[src/rtl/swp_lock_pkg.sv]
package swp_lock_pkg;
  // strobes from control to datapath
  typedef struct packed {
    logic gapRestart;
    logic windowOpen;
  } swp_ctl_t;

  // results from datapath to control
  typedef struct packed {
    logic enHit;
    logic disHit;
    logic gapExpire;
  } swp_stat_t;
endpackage

[src/rtl/swp_lock_datapath.sv]
module swp_lock_datapath
  import swp_lock_pkg::*;
#(
  parameter int AW = 15,
  parameter int DW = 8,
  parameter int EN_LEN = 3,
  parameter int DIS_LEN = 6,
  parameter int GAP_CYCLES = 256,
  parameter int STEP_W = 3,
  parameter logic [AW-1:0] EN_ADDR [EN_LEN] = '{15'h5555, 15'h2AAA, 15'h5555},
  parameter logic [DW-1:0] EN_DATA [EN_LEN] = '{8'hAA, 8'h55, 8'hA0},
  parameter logic [AW-1:0] DIS_ADDR [DIS_LEN] = '{15'h5555, 15'h2AAA, 15'h5555, 15'h5555, 15'h2AAA, 15'h5555},
  parameter logic [DW-1:0] DIS_DATA [DIS_LEN] = '{8'hAA, 8'h55, 8'h80, 8'hAA, 8'h55, 8'h20}
) (
  input  logic              clk,
  input  logic              rstN,
  input  logic [AW-1:0]     wrAddr,
  input  logic [DW-1:0]     wrData,
  input  logic [STEP_W-1:0] step,
  input  swp_ctl_t          ctl,
  output swp_stat_t         stat
);
  localparam int CNT_W = (GAP_CYCLES > 2) ? $clog2(GAP_CYCLES) : 1;
  localparam logic [CNT_W-1:0] CNT_LAST = CNT_W'(GAP_CYCLES - 1);

  logic [EN_LEN-1:0]  enHitVec;
  logic [DIS_LEN-1:0] disHitVec;
  logic [CNT_W-1:0]   gapCnt;

  for (genvar i = 0; i < EN_LEN; i++) begin : g_en
    assign enHitVec[i] = (wrAddr == EN_ADDR[i]) && (wrData == EN_DATA[i]);
  end
  for (genvar j = 0; j < DIS_LEN; j++) begin : g_dis
    assign disHitVec[j] = (wrAddr == DIS_ADDR[j]) && (wrData == DIS_DATA[j]);
  end

  always_comb begin
    stat.enHit  = 1'b0;
    stat.disHit = 1'b0;
    for (int i = 0; i < EN_LEN; i++)
      if (step == STEP_W'(i)) stat.enHit = enHitVec[i];
    for (int j = 0; j < DIS_LEN; j++)
      if (step == STEP_W'(j)) stat.disHit = disHitVec[j];
    stat.gapExpire = ctl.windowOpen && !ctl.gapRestart && (gapCnt == CNT_LAST);
  end

  // cycles since the last strobe while a window is open
  always_ff @(posedge clk) begin
    if (!rstN) gapCnt <= '0;
    else if (ctl.gapRestart || !ctl.windowOpen) gapCnt <= '0;
    else if (gapCnt != CNT_LAST) gapCnt <= gapCnt + CNT_W'(1);
  end
endmodule

[src/rtl/swp_lock_ctrl.sv]
module swp_lock_ctrl
  import swp_lock_pkg::*;
#(
  parameter int EN_LEN = 3,
  parameter int DIS_LEN = 6,
  parameter int STEP_W = 3
) (
  input  logic              clk,
  input  logic              rstN,
  input  logic              wrStrobe,
  input  swp_stat_t         stat,
  output swp_ctl_t          ctl,
  output logic [STEP_W-1:0] step,
  output logic              passWr,
  output logic              cmdWr,
  output logic              dummyStart,
  output logic              protectOn
);
  localparam logic [STEP_W-1:0] EN_END  = STEP_W'(EN_LEN - 1);
  localparam logic [STEP_W-1:0] DIS_END = STEP_W'(DIS_LEN - 1);

  logic enOk, disOk, armed, pendEn, protect;
  logic [STEP_W-1:0] stepN;
  logic enOkN, disOkN, armedN, pendEnN, protectN;
  logic enM, disM;

  assign enM = enOk && stat.enHit;
  assign disM = disOk && stat.disHit;
  assign ctl.gapRestart = wrStrobe;
  assign ctl.windowOpen = armed || (step != '0);
  assign protectOn = protect;

  always_comb begin
    stepN = step; enOkN = enOk; disOkN = disOk;
    armedN = armed; pendEnN = pendEn; protectN = protect;
    passWr = 1'b0; cmdWr = 1'b0; dummyStart = 1'b0;
    if (wrStrobe) begin
      if (armed) begin
        passWr = 1'b1;
      end else if (enM || disM) begin
        cmdWr = 1'b1;
        if (enM && step == EN_END) begin
          armedN = 1'b1; pendEnN = 1'b1;
          stepN = '0; enOkN = 1'b1; disOkN = 1'b1;
        end else if (disM && step == DIS_END) begin
          armedN = 1'b1; pendEnN = 1'b0; protectN = 1'b0;
          stepN = '0; enOkN = 1'b1; disOkN = 1'b1;
        end else begin
          stepN = step + STEP_W'(1); enOkN = enM; disOkN = disM;
        end
      end else begin
        stepN = '0; enOkN = 1'b1; disOkN = 1'b1;
        passWr = !protect;
        dummyStart = protect;
      end
    end else if (stat.gapExpire) begin
      stepN = '0; enOkN = 1'b1; disOkN = 1'b1;
      armedN = 1'b0;
      if (pendEn) protectN = 1'b1;
      pendEnN = 1'b0;
    end
  end

  always_ff @(posedge clk) begin
    if (!rstN) begin
      step <= '0; enOk <= 1'b1; disOk <= 1'b1;
      armed <= 1'b0; pendEn <= 1'b0; protect <= 1'b0;
    end else begin
      step <= stepN; enOk <= enOkN; disOk <= disOkN;
      armed <= armedN; pendEn <= pendEnN; protect <= protectN;
    end
  end
endmodule

[src/rtl/swp_lock_top.sv]
module swp_lock_top
  import swp_lock_pkg::*;
#(
  parameter int AW = 15,
  parameter int DW = 8,
  parameter int EN_LEN = 3,
  parameter int DIS_LEN = 6,
  parameter int GAP_CYCLES = 256,
  parameter logic [AW-1:0] EN_ADDR [EN_LEN] = '{15'h5555, 15'h2AAA, 15'h5555},
  parameter logic [DW-1:0] EN_DATA [EN_LEN] = '{8'hAA, 8'h55, 8'hA0},
  parameter logic [AW-1:0] DIS_ADDR [DIS_LEN] = '{15'h5555, 15'h2AAA, 15'h5555, 15'h5555, 15'h2AAA, 15'h5555},
  parameter logic [DW-1:0] DIS_DATA [DIS_LEN] = '{8'hAA, 8'h55, 8'h80, 8'hAA, 8'h55, 8'h20}
) (
  input  logic          clk,
  input  logic          rstN,
  input  logic          wrStrobe,
  input  logic [AW-1:0] wrAddr,
  input  logic [DW-1:0] wrData,
  output logic          passWr,
  output logic          cmdWr,
  output logic          dummyStart,
  output logic          protectOn
);
  localparam int MAX_LEN = (DIS_LEN > EN_LEN) ? DIS_LEN : EN_LEN;
  localparam int STEP_W = $clog2(MAX_LEN + 1);

  swp_ctl_t          ctl;
  swp_stat_t         stat;
  logic [STEP_W-1:0] step;

  swp_lock_datapath #(
    .AW(AW), .DW(DW), .EN_LEN(EN_LEN), .DIS_LEN(DIS_LEN),
    .GAP_CYCLES(GAP_CYCLES), .STEP_W(STEP_W),
    .EN_ADDR(EN_ADDR), .EN_DATA(EN_DATA),
    .DIS_ADDR(DIS_ADDR), .DIS_DATA(DIS_DATA)
  ) dp_i (
    .clk(clk), .rstN(rstN), .wrAddr(wrAddr), .wrData(wrData),
    .step(step), .ctl(ctl), .stat(stat)
  );

  swp_lock_ctrl #(
    .EN_LEN(EN_LEN), .DIS_LEN(DIS_LEN), .STEP_W(STEP_W)
  ) ctrl_i (
    .clk(clk), .rstN(rstN), .wrStrobe(wrStrobe), .stat(stat),
    .ctl(ctl), .step(step), .passWr(passWr), .cmdWr(cmdWr),
    .dummyStart(dummyStart), .protectOn(protectOn)
  );
endmodule

[config.mk]
export PLATFORM = sky130hd
export DESIGN_NAME = swp_lock_top
export DESIGN_NICKNAME = d
export VERILOG_FILES = /design/src/rtl/swp_lock_pkg.sv /design/src/rtl/swp_lock_datapath.sv /design/src/rtl/swp_lock_ctrl.sv /design/src/rtl/swp_lock_top.sv
export SDC_FILE = /design/constraint.sdc
export NUM_CORES = 1
export LEC_CHECK = 0
export CORE_UTILIZATION = 29
export CTS_BUF_LIST = sky130_fd_sc_hd__clkbuf_8
export CTS_CLUSTER_SIZE = 30
export DETAILED_ROUTE_END_ITERATION = 8
export DONT_BUFFER_PORTS = 1
export SLEW_MARGIN = 20
export SYNTH_ARGS = -nofsm -noshare
export SYNTH_HDL_FRONTEND = slang
export SYNTH_SLANG_ARGS = --single-unit
[constraint.sdc]
create_clock -name clk -period 4.3 [get_ports clk]
set_clock_uncertainty 0.05 [all_clocks]
set_input_delay 0.645 -clock clk [delete_from_list [all_inputs] [get_ports clk]]
set_output_delay 0.645 -clock clk [all_outputs]
set_load 0.02 [all_outputs]
==> run summary, run 1 <==
Boundary Pins - 30
Die Ht - 66.5 um
Int Power - 236 uW
synthesized area - 0.00121 sq mm
final period utilization - 0.770
WP buf/inv - 2
share of layout cells above drive strength 1 - 0.0724
Layout Nets - 185
largest net degree at the start of global routing - 11
average wire per standard cell - 13.0 um
min Tclk post-route - 3.31 ns
std cell rows - 23
Worst slew margin - 0.472
Synth area leaders - dfxtp_1 27%, ha_1 6.2%, nor2_1 4.4%
final WL - 2630 um
EDFF count, synth - 0
FF-to-FF Start - dp_i.gapCnt[0]$_SDFFE_PP0N_
starting density of the core - 0.302
Syn Inst Count - 151
post-CTS resize count - 0
htree depth - 1
Required @ worst endpoint - 3.61 ns
Synth Area per Inst - 7.99 sq um
fin cells - 202
worst skew pair latency - 0.25 ns
PD cells - 228 mW/mm^2
clock share of power - 0.454
final count of hold timing violations - 0
Seq pwr share - 0.498
FFs w/ async S/R, synth - 0
R2R cell count - 7
Fill cells - 427
area grow syn2layout - 8.19%
Post-CTS Setup Bufs - 0
area leader, netlist - dfxtp_1
R2R Path End - ctrl_i.step[0]$_SDFFE_PN0P_
final RePlAce weighted congestion - 0.873
Ant. Diodes - 0
Yosys warning total - 0
CP max stage cell - a211oi_2
vias - 1130
vias per cell - 5.59
Yosys cell types - 45
Final ANT Viol Nets - 0
Port Buffers - 0
iteration count of the initial detailed-routing pass - 6
post-detail-place hpwl - 2140 um
Hold Path Stages - 1
MaxCap Viol Count - 0
sw power - 61.4 uW
Root Driver - clkbuf_8
Crit path max-delay family - compound AO/OA/AOI/OAI gates
global-route usage over all layers - 0.137
worst slew pin tran - 0.782 ns
largest fanout on the critical path - 5
CTS tree - yes
type of origin of the critical path - flip-flop
antenna violations before repair - 0
placed cell count - 198
Min-Delay Path Class - reg2reg
Hold Startpoint - dp_i.gapCnt[6]$_SDFFE_PP0N_
first-pass GRT wire length - 4650 um
Final Power - 298 uW
standby leakage power - 0.000451 uW
WS Path Type - reg2out
crit end category - output port
gr ovfl total - 0
switching share of power - 0.206
Synthesized Nets - 183
RSZ-0062 raised after global routing - no
Comb power frac - 0.048
worst-path cell chain - inv_1 -> ha_1 -> or3b_1 -> or3_1 -> a211oi_2 -> inv_2 -> a21oi_1
Die W - 66.5 um
Arr. time, crit path - 2.62 ns
post-synthesis sequential area ratio - 0.266
setup_tns - 0 ns
Max Transition Viols Final - 0
share of the synthesized area in the top cell type - 0.266
Setup-failing EPs final - 0
#FFs+latches synth - 16
cts bufs inserted - 3
hold buffers post-CTS - 0
clock slew at reported path FFs - 0.06 ns
vias in the first global route - 1064
commonest register cell after synthesis - dfxtp_1
core footprint - 0.00400 sq mm
flop-to-flop setup slack - 1.90 ns
max frequency - 0.302 GHz
clock sinks - 16
hold endpoint - dp_i.gapCnt[6]$_SDFFE_PP0N_
max incr delay on CP - 0.42 ns
Stages on worst setup path - 7
Max VDD drop - 0.164 mV
DRC violations left - 0
DR iter-0 viols - 40
outcome - finished, final reports clean
die footprint - 0.00442 sq mm
Max Root-Sink Buffers - 2
## flip-flops by register name (all words and copies together) (netlist names)
signal            cells
ctrl_i.armed          1
ctrl_i.disOk          1
ctrl_i.enOk           1
ctrl_i.pendEn         1
ctrl_i.protectOn      1
ctrl_i.step           3
dp_i.gapCnt           8
## layer usage
layer,vias to the layer above,track usage,part of all wire
met5,-,0,0
met4,0,0.0638,0.018
met3,5,0.0308,0.041
met2,23,0.226,0.46
met1,524,0.167,0.48
li1,578,-,-
## cells in the final DEF, fill, tap and decap left out, types with 2 or more instances in the layout
master,netlist,final
a21oi_1,8,8
nor4bb_1,4,4
and4bb_1,2,2
or3b_1,2,2
nand3_1,9,9
nand2b_1,3,3
and4_1,3,3
dfxtp_1,16,16
o21ai_0,7,7
clkbuf_8,0,4
and2_1,2,2
nand2_1,13,13
nor3_1,6,6
o21ai_1,3,3
inv_1,8,8
nand4_1,6,6
ha_1,6,6
nor2_1,14,14
and3_1,2,2
a31oi_1,3,3
or3_1,5,5
nor4b_2,2,2
and4b_1,3,3
## Yosys cell counts, types with 3 or more instances
cell      number
nor3_1         6
and4b_1        3
nand4_1        6
a21oi_1        8
nand3_1        9
nor4bb_1       4
inv_1          8
a31oi_1        3
or3_1          5
dfxtp_1       16
nand2b_1       3
nand2_1       13
ha_1           6
and4_1         3
o21ai_0        7
o21ai_1        3
nor2_1        14
## through the flow
step	instance area [sq um]	utilization	worst slack (ns)	hold WS, ns
floorplan	1210	-	1.33	0.398
global placement	1250	0.312	1.15	0.430
detailed placement	1250	0.312	1.13	0.425
CTS	1310	0.326	0.975	0.449
global route	1310	0.326	0.844	0.462
finish	1310	0.326	0.989	0.452
## area by class of cell
cell class,count,area [sq um],share of cell area
clock buffer,4,55.1,0.0422
inverter,9,33.8,0.0259
multi-input combinational,123,833,0.639
sequential,16,320,0.245
tap,50,62.6,0.0479
## cell families (layout without fill, tap and decap cells)
kind of cell,after synthesis,in the layout,share of synthesized area
xor+xnor,2,2,0.0145
fa+ha+maj,6,6,0.0622
simple gates,79,79,0.400
compound gates,35,35,0.205
flops,16,16,0.266
buf+inv,12,13,0.0436
mux,1,1,0.00830
## power by group through the flow
stage          Clock [uW]  Combinational [uW]  Sequential, uW
2_1_floorplan           0                12.1             152
3_3_place_gp            0                14.3             152
3_5_place_dp            0                14.0             152
4_1_cts               140                14.2             148
5_1_grt               144                15.7             148
6_report              135                14.2             148
## worst max-delay path by stage
stage	start	end	slack (ns)
6_report	ctrl_i.step[1]$_SDFFE_PN0P_	cmdWr	0.99
5_1_grt	ctrl_i.step[1]$_SDFFE_PN0P_	cmdWr	0.84
4_1_cts	ctrl_i.step[1]$_SDFFE_PN0P_	cmdWr	0.98
3_5_place_dp	wrData[0]	cmdWr	1.13
3_3_place_gp	wrData[0]	cmdWr	1.15
2_1_floorplan	wrData[0]	cmdWr	1.33
(Power assumes the default switching activity.)
==> run 2, diff against run 1 <==
ABC_AREA = 1   (was unset)
clock period = 3.12 ns   (was 4.3 ns; I/O delays follow)
==> run 2 against run 1 <==
Effect of this change:
- final area rose by 7.2%
- flip-flop and latch count did not move
- non-clock buffer count rose by 1
- register-to-register slack got worse by 0.81 ns
==> run summary, run 2 <==
iteration count of the initial detailed-routing pass - 4
htree depth - 1
DR iter-0 viols - 96
min Tclk post-route - 2.46 ns
Hold Startpoint - rstN
hold buffers post-CTS - 0
DRC violations left - 0
largest fanout on the critical path - 5
gr ovfl total - 0
#FFs+latches synth - 16
final count of hold timing violations - 0
outcome - finished, final reports clean
area leader, netlist - dfxtp_1
Synth Area per Inst - 6.11 sq um
post-CTS resize count - 0
Required @ worst endpoint - 2.60 ns
cts bufs inserted - 3
M2 GR Usage - 0.223
Placed Area - 0.00134 sq mm
Seq pwr share - 0.497
Setup-failing EPs final - 0
post-synthesis sequential area ratio - 0.251
WS Path Type - reg2out
std cell rows - 23
Largest Register - dp_i.gapCnt
GR peak layer - met2
vias per cell - 4.59
Arr. time, crit path - 1.94 ns
flop-to-flop setup slack - 1.09 ns
worst hold slack - 0.238 ns
Synth Area in Adders - 0.0588
Max Transition Viols Final - 0
vias in the first global route - 1091
first-pass GRT wire length - 4330 um
commonest non-fill, non-tap cells in the layout - 46 x nand2_1, 38 x inv_1, 37 x nor2_1, 16 x dfxtp_1, 9 x nand3_1
Synth area leaders - dfxtp_1 25%, nand2_1 14%, inv_1 11%
most common cell in the netlist - nand2_1
Max VDD drop - 0.175 mV
R2R cell count - 10
Boundary Pins - 30
Port Buffers - 0
Hold Path Stages - 1
Min-Delay Path Class - in2reg
hold endpoint - ctrl_i.disOk$_SDFFE_PN1P_
share of layout cells above drive strength 1 - 0.117
largest family of logic cells by synthesized area - simple AND/OR/NAND/NOR gates
standby leakage power - 0.000647 uW
sw power - 85.4 uW
antenna violations before repair - 0
Worst slew margin - 0.673
area grow syn2layout - 9.50%
share of the synthesized area in the top cell type - 0.251
Root Driver - clkbuf_8
FF-to-FF Start - dp_i.gapCnt[0]$_SDFFE_PP0N_
Die W - 68.4 um
MaxCap Viol Count - 0
Int Power - 326 uW
max reg flops - 8
clock sinks - 16
mux contribution to synthesized area - 0
XOR/XNOR Fraction of Synth Area - 0.00686
crit end category - output port
fin area - 0.00140 sq mm
Synthesized Nets - 241
final WL - 2540 um
switching share of power - 0.208
global-route usage over all layers - 0.122
Ant. Diodes - 0
largest net degree at the start of global routing - 11
largest registers - dp_i.gapCnt (8), ctrl_i.step (3)
commonest register cell after synthesis - dfxtp_1
final period utilization - 0.788
setup_tns - 0 ns
starting density of the core - 0.310
CTS tree - yes
clock slew at reported path FFs - 0.06 ns
FFs w/ async S/R, synth - 0
Post-CTS Setup Bufs - 0
synth cell count leaders - 46 x nand2_1, 38 x inv_1, 37 x nor2_1, 16 x dfxtp_1, 9 x nand3_1
Max Root-Sink Buffers - 2
core footprint - 0.00412 sq mm
Yosys warning total - 0
RSZ-0062 raised after global routing - no
Die Ht - 68.4 um
setup slack after layout - 0.662 ns
type of origin of the critical path - flip-flop
complex-gate fraction of the synthesized area - 0.114
worst skew pair latency - 0.25 ns
Layout Nets - 246
worst slew pin tran - 0.485 ns
Synth Area in Simple Gates - 0.450
final RePlAce weighted congestion - 0.811
GR Layer Usage met1 - 0.136
most common cell after layout, fill and taps aside - nand2_1
Yosys cell types - 29
post-detail-place hpwl - 2110 um
clock share of power - 0.440
average wire per standard cell - 9.66 um
R2R Path End - ctrl_i.enOk$_SDFFE_PN1P_
GR met3 Demand/Resource - 0.0400
max frequency - 0.407 GHz
synthesized area - 0.00128 sq mm
Comb power frac - 0.063
EDFF count, synth - 0
die footprint - 0.00467 sq mm
Final ANT Viol Nets - 0
vias - 1207
PD cells - 294 mW/mm^2
Place WS - 0.809 ns
Syn Inst Count - 209
## run 2: cell types whose count changed after synthesis, sizes merged, moves of 4 or more
cell / delta
nand2: +37
inv: +31
nor2: +27
nand3: +6
or3: -5
nor3: -4
nor4bb: -4
## run 2: layer usage
layer	routed length, um	part of all wire	vias up
met5	0	0	-
met4	8	0.0031	0
met3	94	0.037	2
met2	1260	0.50	20
met1	1180	0.46	520
li1	-	-	665
## run 2: power by group through the flow
| stage | Clock, uW | Sequential, uW | Combinational [uW] |
|---|---|---|---|
| floorplan | 0 | 209 | 23.8 |
| global placement | 0 | 209 | 25.9 |
| detailed placement | 0 | 209 | 26.0 |
| CTS | 190 | 204 | 26.0 |
| global route | 197 | 204 | 31.4 |
| finish | 181 | 204 | 25.8 |
## run 2: final cells by class
type / instances / area [sq um]
Sequential cell: 16 / 320
Inverter: 40 / 150
Fill cell: 435 / 2720
Timing Repair Buffer: 1 / 7.51
Clock buffer: 4 / 55.1
Multi-Input combinational cell: 152 / 803
Tap cell: 50 / 62.6
## run 2: worst max path at each step
stage	start	to	slack (ns)	depth (start not counted)
after floorplan	wrAddr[5]	dummyStart	0.86	13
after CTS	ctrl_i.step[0]$_SDFFE_PN0P_	passWr	0.66	13
after global placement	wrAddr[3]	passWr	0.82	15
after global routing	ctrl_i.step[0]$_SDFFE_PN0P_	dummyStart	0.47	14
final	ctrl_i.step[0]$_SDFFE_PN0P_	dummyStart	0.66	14
after detailed placement	wrAddr[3]	passWr	0.81	15
## run 2: cells by family (layout without fill, tap and decap cells)
group                      count (synthesis)  after routing
AOI/OAI and AO/OA                         24             24
adders and majority gates                  6              6
and+or+nand+nor                          121            121
xor gates and xnor gates                   1              1
buffers and inverters                     41             45
DFF                                       16             16
## run 2: stage by stage
step	total power [uW]	cells	utilization
after global placement	235	259	0.327
after floorplan	233	209	-
final	411	263	0.340
after detailed placement	235	259	0.327
after CTS	420	263	0.340
after global routing	432	263	0.340
## run 2: worst max-delay path, stage by stage, from the launching register on
cell and delay [ns]:
dfxtp_1 0.39, inv_1 0.08, ha_1 0.21, nand2_1 0.08
nor2_1 0.05, nand3_2 0.07, nand3_2 0.06, nand2_1 0.06
nand2_1 0.04, nand2_1 0.06, nand2_2 0.07, nand3_2 0.07
nand2_2 0.06, nor3b_1 0.20, buf_4 0.18
